**config.mk**
```make
export PLATFORM = sky130hd
export DESIGN_NAME = modclk_gate_bank
export DESIGN_NICKNAME = d
export VERILOG_FILES = /design/src/rtl/modclk_pkg.sv /design/src/rtl/modclk_wen_reg.sv /design/src/rtl/modclk_mon_pipe.sv /design/src/rtl/modclk_addr_dec.sv /design/src/rtl/modclk_gate_bank.sv
export SDC_FILE = /design/constraint.sdc
export NUM_CORES = 1
export LEC_CHECK = 0
export ABC_AREA = 0
export CAP_MARGIN = 10
export CORE_ASPECT_RATIO = 1.1
export CORE_MARGIN = 1
export CORE_UTILIZATION = 30
export DETAILED_ROUTE_END_ITERATION = 16
export GPL_TIMING_DRIVEN = 0
export SETUP_SLACK_MARGIN = 0.1
export SYNTH_ARGS = -nofsm -noshare
export SYNTH_HDL_FRONTEND = slang
export SYNTH_SLANG_ARGS = --single-unit
```
**constraint.sdc**
```tcl
create_clock -name clk -period 6.7 [get_ports clk]
set_input_delay 1.34 -clock clk [delete_from_list [all_inputs] [get_ports clk]]
set_output_delay 1.34 -clock clk [all_outputs]
set_load 0.05 [all_outputs]
```
**src/rtl/modclk_pkg.sv**
```systemverilog
// Shared widths, types and the masked half-word update rule used by every
// writable register of the module clock gate bank.
package modclk_pkg;
    localparam int HALF_W = 16;
    localparam int WORD_W = 32;

    typedef logic [HALF_W-1:0] half_t;
    typedef logic [WORD_W-1:0] word_t;

    // New register value: bits whose mask bit (upper half) is set take the
    // data value (lower half); all other bits keep the current value.
    function automatic half_t masked_merge(half_t cur, word_t wr);
        half_t mask;
        mask = wr[WORD_W-1:HALF_W];
        return (cur & ~mask) | (wr[HALF_W-1:0] & mask);
    endfunction
endpackage

```
**src/rtl/modclk_wen_reg.sv**
```systemverilog
// Sixteen-bit control register with per-bit write enables.
// Assumes: wr_en is already qualified by address decode and a bus write.
// The reset value is a parameter so one cell serves enables and stops.
module modclk_wen_reg
    import modclk_pkg::*;
#(
    parameter half_t RESET_VAL = '0
) (
    input  logic  clk,
    input  logic  rst_n,
    input  logic  wr_en,
    input  word_t wdata,
    output half_t q
);
    // Masked update on a decoded write, reset value otherwise held.
    always_ff @(posedge clk) begin
        if (!rst_n) begin
            q <= RESET_VAL;
        end else if (wr_en) begin
            q <= masked_merge(q, wdata);
        end
    end
endmodule

```
**src/rtl/modclk_mon_pipe.sv**
```systemverilog
// Activity monitor model: delays a vector of gate enables by DEPTH edges,
// standing in for the open/close latency of real gating cells.
// Assumes: the delay is identical for rising and falling enables.
module modclk_mon_pipe #(
    parameter int WIDTH = 64,
    parameter int DEPTH = 4
) (
    input  logic             clk,
    input  logic             rst_n,
    input  logic [WIDTH-1:0] din,
    output logic [WIDTH-1:0] mon
);
    generate
        if (DEPTH == 0) begin : g_direct
            assign mon = din;
        end else begin : g_shift
            logic [WIDTH-1:0] stage_q [DEPTH];

            // Shift the enable vector one stage per edge, clear on reset.
            always_ff @(posedge clk) begin
                if (!rst_n) begin
                    for (int s = 0; s < DEPTH; s++) begin
                        stage_q[s] <= '0;
                    end
                end else begin
                    stage_q[0] <= din;
                    for (int s = 1; s < DEPTH; s++) begin
                        stage_q[s] <= stage_q[s-1];
                    end
                end
            end

            assign mon = stage_q[DEPTH-1];
        end
    endgenerate
endmodule

```
**src/rtl/modclk_addr_dec.sv**
```systemverilog
// Address decoder for the three register groups: enable, monitor and stop.
// Assumes: full-address match, so a misaligned address hits nothing.
module modclk_addr_dec #(
    parameter int ADDR_W    = 12,
    parameter int N_ON      = 4,
    parameter int N_STOP    = 2,
    parameter int ON_BASE   = 'h600,
    parameter int MON_BASE  = 'h680,
    parameter int STOP_BASE = 'hD00
) (
    input  logic [ADDR_W-1:0] addr,
    output logic [N_ON-1:0]   on_hit,
    output logic [N_ON-1:0]   mon_hit,
    output logic [N_STOP-1:0] stop_hit
);
    localparam int STRIDE = 4;

    genvar k;
    generate
        for (k = 0; k < N_ON; k++) begin : g_on
            assign on_hit[k]  = (addr == ADDR_W'(ON_BASE  + STRIDE * k));
            assign mon_hit[k] = (addr == ADDR_W'(MON_BASE + STRIDE * k));
        end
        for (k = 0; k < N_STOP; k++) begin : g_stop
            assign stop_hit[k] = (addr == ADDR_W'(STOP_BASE + STRIDE * k));
        end
    endgenerate
endmodule

```
**src/rtl/modclk_gate_bank.sv**
```systemverilog
// Module clock gate bank: enable registers with delayed activity monitors
// and a bank of bus master-stop registers behind one register port.
// Assumes: single-cycle bus requests; read data is registered and valid
// for one cycle after the read; writes take effect at the request edge.
module modclk_gate_bank
    import modclk_pkg::*;
#(
    parameter int N_ON      = 4,
    parameter int N_STOP    = 2,
    parameter int MON_DELAY = 4,
    parameter int ADDR_W    = 12,
    parameter int ON_BASE   = 'h600,
    parameter int MON_BASE  = 'h680,
    parameter int STOP_BASE = 'hD00
) (
    input  logic                     clk,
    input  logic                     rst_n,
    input  logic                     bus_sel,
    input  logic                     bus_wr,
    input  logic [ADDR_W-1:0]        bus_addr,
    input  logic [31:0]              bus_wdata,
    output logic [31:0]              bus_rdata,
    output logic [N_ON*HALF_W-1:0]   gate_en,
    output logic [N_ON*HALF_W-1:0]   clk_ready,
    output logic [N_STOP*HALF_W-1:0] mstop
);
    localparam int ON_BITS   = N_ON * HALF_W;
    localparam int STOP_BITS = N_STOP * HALF_W;

    logic [N_ON-1:0]      on_hit;
    logic [N_ON-1:0]      mon_hit;
    logic [N_STOP-1:0]    stop_hit;
    logic [ON_BITS-1:0]   on_q;
    logic [ON_BITS-1:0]   mon_q;
    logic [STOP_BITS-1:0] stop_q;
    logic                 wr_strobe;
    logic                 rd_strobe;
    half_t                rd_half;

    assign wr_strobe = bus_sel & bus_wr;
    assign rd_strobe = bus_sel & ~bus_wr;

    modclk_addr_dec #(
        .ADDR_W   (ADDR_W),
        .N_ON     (N_ON),
        .N_STOP   (N_STOP),
        .ON_BASE  (ON_BASE),
        .MON_BASE (MON_BASE),
        .STOP_BASE(STOP_BASE)
    ) u_dec (
        .addr    (bus_addr),
        .on_hit  (on_hit),
        .mon_hit (mon_hit),
        .stop_hit(stop_hit)
    );

    genvar k;
    generate
        for (k = 0; k < N_ON; k++) begin : g_on_reg
            modclk_wen_reg #(.RESET_VAL('0)) u_on (
                .clk  (clk),
                .rst_n(rst_n),
                .wr_en(wr_strobe & on_hit[k]),
                .wdata(bus_wdata),
                .q    (on_q[k*HALF_W +: HALF_W])
            );
        end
        for (k = 0; k < N_STOP; k++) begin : g_stop_reg
            modclk_wen_reg #(.RESET_VAL('1)) u_stop (
                .clk  (clk),
                .rst_n(rst_n),
                .wr_en(wr_strobe & stop_hit[k]),
                .wdata(bus_wdata),
                .q    (stop_q[k*HALF_W +: HALF_W])
            );
        end
    endgenerate

    modclk_mon_pipe #(
        .WIDTH(ON_BITS),
        .DEPTH(MON_DELAY)
    ) u_mon (
        .clk  (clk),
        .rst_n(rst_n),
        .din  (on_q),
        .mon  (mon_q)
    );

    // Read multiplexer: OR of the one register the address selects.
    always_comb begin
        rd_half = '0;
        for (int r = 0; r < N_ON; r++) begin
            if (on_hit[r])  rd_half = rd_half | on_q[r*HALF_W +: HALF_W];
            if (mon_hit[r]) rd_half = rd_half | mon_q[r*HALF_W +: HALF_W];
        end
        for (int r = 0; r < N_STOP; r++) begin
            if (stop_hit[r]) rd_half = rd_half | stop_q[r*HALF_W +: HALF_W];
        end
    end

    // Registered read data, zero outside the cycle after a read.
    always_ff @(posedge clk) begin
        if (!rst_n) begin
            bus_rdata <= '0;
        end else if (rd_strobe) begin
            bus_rdata <= {{(WORD_W-HALF_W){1'b0}}, rd_half};
        end else begin
            bus_rdata <= '0;
        end
    end

    assign gate_en   = on_q;
    assign mstop     = stop_q;
    assign clk_ready = on_q & mon_q;
endmodule

```
---- Word level (Yosys, flattened, before mapping) ----
Memory sizes are Yosys's and may differ from the RTL's.
Index checks and enable logic that the tools add are counted.
word-level totals
  register bits ........................... 128
  RAM bits ................................ 256
  bits of input ports ..................... 48
  output and inout port bits .............. 192
  word-level logic and storage cells ...... 73
  memories kept ........................... 1
operators by class
  equality and inequality tests ........... 10
  muxes and demuxes ....................... 16
  bitwise operators ....................... 37
  reductions and logical operators ........ 1
memories
  memory                 words  width  read ports  clocked after Yosys merged registers in  wr ports  RTL line               text
  u_mon.g_shift.stage_q  4      64     4           0                                        4         modclk_mon_pipe.sv:17  logic [WIDTH-1:0] stage_q [DEPTH];
operators by type and width
  cell                    count
  $mux W64                4
  $or A16 B16 Y16         15
  $mux W16                10
  $and A16 B16 Y16        7
  $eq A12 B11 Y1 const B  8
  $and A64 B64 Y64        1
  $eq A12 B12 Y1 const B  2
  $not A16 Y16            1
  $and A1 B1 Y1           8
  $or A1 B1 Y1            4
  $mux W1                 2
  $reduce_and A2 Y1       1
  $not A1 Y1              1

---- Depth between registers and ports, before layout ----
  depth after elaboration ................. 20
  depth in mapped cells ................... 7
  gate-level depth less buffers ........... 4

---- Cells and area by module ----
From an unflattened synthesis, not the netlist that was laid out.
unflattened totals
  cell total of the unflattened synthesis .. 1,257
  area, all modules ....................... 13,277.7 µm²
by module, submodules not included
  module                                      instances  cells an instance  area each (µm²)  seq. area each (µm²)
  modclk_mon_pipe                             1          540                6,870.3          5,124.9
  modclk_wen_reg at g_on_reg[0].u_on ...      4          85                 750.7            320.3
  modclk_gate_bank                            1          221                1,950.6          320.3
  modclk_wen_reg at g_stop_reg[0].u_stop ...  2          68                 659.4            320.3
  modclk_addr_dec                             1          20                 135.1            0.0

---- Least setup slack after synthesis ----
Ideal clock, no wire load.
  path kind ............................... input to register
  start point ............................. input port bus_addr[5]
  end point ............................... register (tool-made name)
  library setup time ...................... 148 ps
  arrival time ............................ 2,979 ps
  required time ........................... 6,552 ps
  setup slack ............................. 3,573 ps
  cell stages on the path ................. 7
  buffers on the path ..................... 3
  cells stage by stage .................... or4_1 > buf_2 > or4_1 > buf_2 > buf_6 > o31ai_4 > o41ai_2
RTL lines
  item             RTL line                text
  start, declared  modclk_gate_bank.sv:20  input logic [ADDR_W-1:0] bus_addr,

---- Final worst setup path ----
  start point ............................. input port bus_addr[2]
  end point ............................... register bus_rdata[5]
between the ends
  longest elaborated chain between the ends .. 20
  elaborated cells between the ends (all ways) .. 29
  those cells by class .................... 10 x eq/ne; 10 x mux; 9 x bitwise
RTL lines
  item                  RTL line                 text
  $eq A12 B11 Y1        modclk_addr_dec.sv:21    assign on_hit[k] = (addr == ADDR_W'(ON_BASE + STRIDE * k));
  $mux W16              modclk_gate_bank.sv:93   if (on_hit[r]) rd_half = rd_half | on_q[r*HALF_W +: HALF_W];
  $or A16 B16 Y16       modclk_gate_bank.sv:94   if (mon_hit[r]) rd_half = rd_half | mon_q[r*HALF_W +: HALF_W];
  $mux W16              modclk_gate_bank.sv:94
  $or A16 B16 Y16       modclk_gate_bank.sv:93
  $mux W16              modclk_gate_bank.sv:93
  $or A16 B16 Y16       modclk_gate_bank.sv:94
  $mux W16              modclk_gate_bank.sv:94
  (+4 left out)         n/a
  $or A16 B16 Y16       modclk_gate_bank.sv:93
  $mux W16              modclk_gate_bank.sv:93
  $or A16 B16 Y16       modclk_gate_bank.sv:94
  $mux W16              modclk_gate_bank.sv:94
  $or A16 B16 Y16       modclk_gate_bank.sv:97   if (stop_hit[r]) rd_half = rd_half | stop_q[r*HALF_W +: HALF_W];
  $mux W16              modclk_gate_bank.sv:97
  $or A16 B16 Y16       modclk_gate_bank.sv:97
  $mux W16 (*)          modclk_gate_bank.sv:97
  end signal, assigned  modclk_gate_bank.sv:106  bus_rdata <= {{(WORD_W-HALF_W){1'b0}}, rd_half};
  end, declared         modclk_gate_bank.sv:22   output logic [31:0] bus_rdata,
Every way passes the cells marked *; elsewhere a longest branch is shown, timed or not.
A chain may end at the register's enable or synchronous reset.

==> flow_summary.yaml <==
clocking:
  cts_setup_buffers: 0
  cts_resized: 0
  cts_buffer_depth: 3
  clk_pin_slew_ns: 0.06
  cts_tree: "done"
  hold_buffers: 0
  numCtsBuffers: 39
  clock_sinks: 368
  cts_root_buf: "clkbuf_16"
  htree_num_levels: 2
  clk_latency_ns: 0.53
sta:
  period_needed_ns: 3.95
  worst_pin_slew_ns: 1.31
  slew_headroom: 0.129
  timing.final.crit_share: 0.590
  setup_viol: 0
  fin_setup_tns_ns: 0
  rsz0062_at_grt: "false"
  hold_viol: 0
  slew_violations: 0
  fmax_mhz: 253
  fin_skew_ns: 0.0143
floorplanning:
  fp.dieW_um: 203
  core_sq_mm: 0.0436
  die_area_sq_mm: 0.0454
  die_h_um: 223
  start_util: 0.306
  io_pins: 240
  std_cell_rows: 80
global_route:
  grtUsageMet3: 0.0348
  met2_usage: 0.340
  grt_pass1_wl_um: 70700
  grt_pass1_vias: 10428
  grt_start_max_net_pins: 15
  grtUsageMet1: 0.297
  antenna_found_initial: 3
  grt-busiest-layer: "met2"
  overflow: 0
  grt.total_usage: 0.216
run:
  maxCapViolCount: 0
logic_synthesis:
  synth_cells: 1264
  netlist_top_cells_count: "dfxtp_1, and2_1, nand2_1"
  synth.most_common_cell: "dfxtp_1"
  ys_ff_latch: 368
  netlist.area_leader.share: 0.551
  synth_edf_count: 0
  synthFlopType: "dfxtp_1"
  yosysUniqueCellTypes: 52
  syn_area_sq_mm: 0.0134
  ys_warn_count: 0
  synth.yosys.seq_area_share: 0.551
  syn-mean-instance-area_sq_um: 10.6
  synth_largest_area_cell: "dfxtp_1"
  async_flop_share: 0
  synthTopCellsByArea: "dfxtp_1, and2_1, mux2i_1"
detailed_routing:
  drtAntennaViolNets: 0
  finalWirelength_um: 49800
  vias: 10670
  drt_iter0_drc: 1018
  first_pass_iters: 6
  drc: 0
  vias_per_cell: 4.96
  wl_per_cell_um: 23.1
critical_path:
  required_ns: 7.10
  start_kind: "input pin"
  path_buf_inv: 4
  worst-path-max-fanout: 10
  crit_path_end_kind: "flop"
  cp_top_family: "buffers and inverters"
  crit_path_cell_trace: "clkdlybuf4s50_1, clkbuf_1, buf_2, buf_2, nand3_1, a211oi_1, o21ai_0, a41oi_1"
  cpMaxStageDelayCell: "clkdlybuf4s50_1"
  cpMostUsedCell: "buf_2"
  max_stage_delay_ns: 0.61
  arrival_ns: 4.35
  path_class: "input pin to flop"
finish:
  drive_above_1_share: 0.102
  syn_to_final_growth_pct: 32.8
  nets: 1592
  postLayoutCoreUtil: 0.407
  final_cell_count_no_fill: 2150
pwr:
  ir_drop_uv: 135
  cellPowerDensity_mw_per_mm2: 262
  leakage_nw: 7.13
placed_design:
  dp.cells: 2076
  gp_congestion: 0.942
  port_buffers: 222
  hpwl_um: 38700
hold_path:
  min_path_type: "flop to flop"
run_status:
  outcome: "complete, no violations"
==> layer usage <==
metal  wire [um]  part of all wire
met3        3930             0.079
met4        1750             0.035
met1       22000              0.44
met5          27           0.00054
met2       22100              0.44
==> path summary, 6_finish.rpt <==
path / cells after the start / to / start / slack (ns)
setup / recovery: 8 / bus_rdata[5] / bus_addr[2] / 2.75
hold / removal: 1 / u_mon.g_shift.stage_q[2][21] / u_mon.g_shift.stage_q[1][21] / 0.43
setup reg to reg: 4 / bus_rdata[5] / flop / 4.81
hold reg to reg: 1 / u_mon.g_shift.stage_q[2][21] / u_mon.g_shift.stage_q[1][21] / 0.43
==> stage by stage <==
step / power [W] / cell area (sq um) / setup WS [ns] / hold slack [ns]
2_1_floorplan: 0.00233 / 13400 / 3.57 / 0.412
3_3_place_gp: 0.00243 / 16400 / 2.10 / 0.413
3_5_place_dp: 0.00243 / 16400 / 2.26 / 0.418
4_1_cts: 0.00467 / 17700 / 2.80 / 0.428
5_1_grt: 0.00477 / 17800 / 2.64 / 0.438
6_report: 0.00465 / 17800 / 2.75 / 0.425
==> layout make-up <==
class | count | area, sq um
Tap cell | 574 | 718
Buffer | 92 | 444
Inverter | 52 | 195
Sequential cell | 368 | 7370
Antenna cell | 2 | 5.00
Multi-Input combinational cell | 767 | 5430
Clock buffer | 57 | 1210
Fill cell | 4369 | 25900
Timing Repair Buffer | 224 | 2230
Clock inverter | 14 | 156
==> logic make-up after synthesis <==
| kind of cell | synth area share |
|---|---|
| other cells | 0.000281 |
| mux | 0.0573 |
| compound gates | 0.119 |
| simple gates | 0.224 |
| buf+inv | 0.0478 |
| flops | 0.551 |
==> where the power goes <==
group | leakage [nW] | switching (W) | total [W] | internal (W)
Clock | 0.671 | 0.000893 | 0.00226 | 0.00137
Combinational | 3.50 | 0.000152 | 0.000202 | 0.0000502
Sequential | 2.96 | 0.0000000387 | 0.00219 | 0.00219
==> worst register-to-register path: cells and delay by family (launching register included) <==
family / cells / cell delay, ns
AOI/OAI and AO/OA: 3 / 0.83
DFF: 1 / 0.44
and+or+nand+nor: 1 / 0.49
==> cells in the final DEF, fill, tap and decap left out, types with 8 or more instances in the layout <==
cell type,instances
a21boi_0,32
a21oi_1,8
a222oi_1,13
a32oi_1,11
and2_1,290
and3_1,17
buf_2,14
buf_4,17
clkbuf_1,60
clkbuf_16,41
clkbuf_8,12
clkdlybuf4s50_1,222
conb_1,16
dfxtp_1,368
inv_1,51
mux2_2,14
mux2i_1,54
nand2_1,72
nand3_1,68
nand3b_1,19
nor4_2,8
o21a_1,16
o21ai_0,17
o31ai_4,14
o41ai_2,14
(Power assumes the default switching activity.)
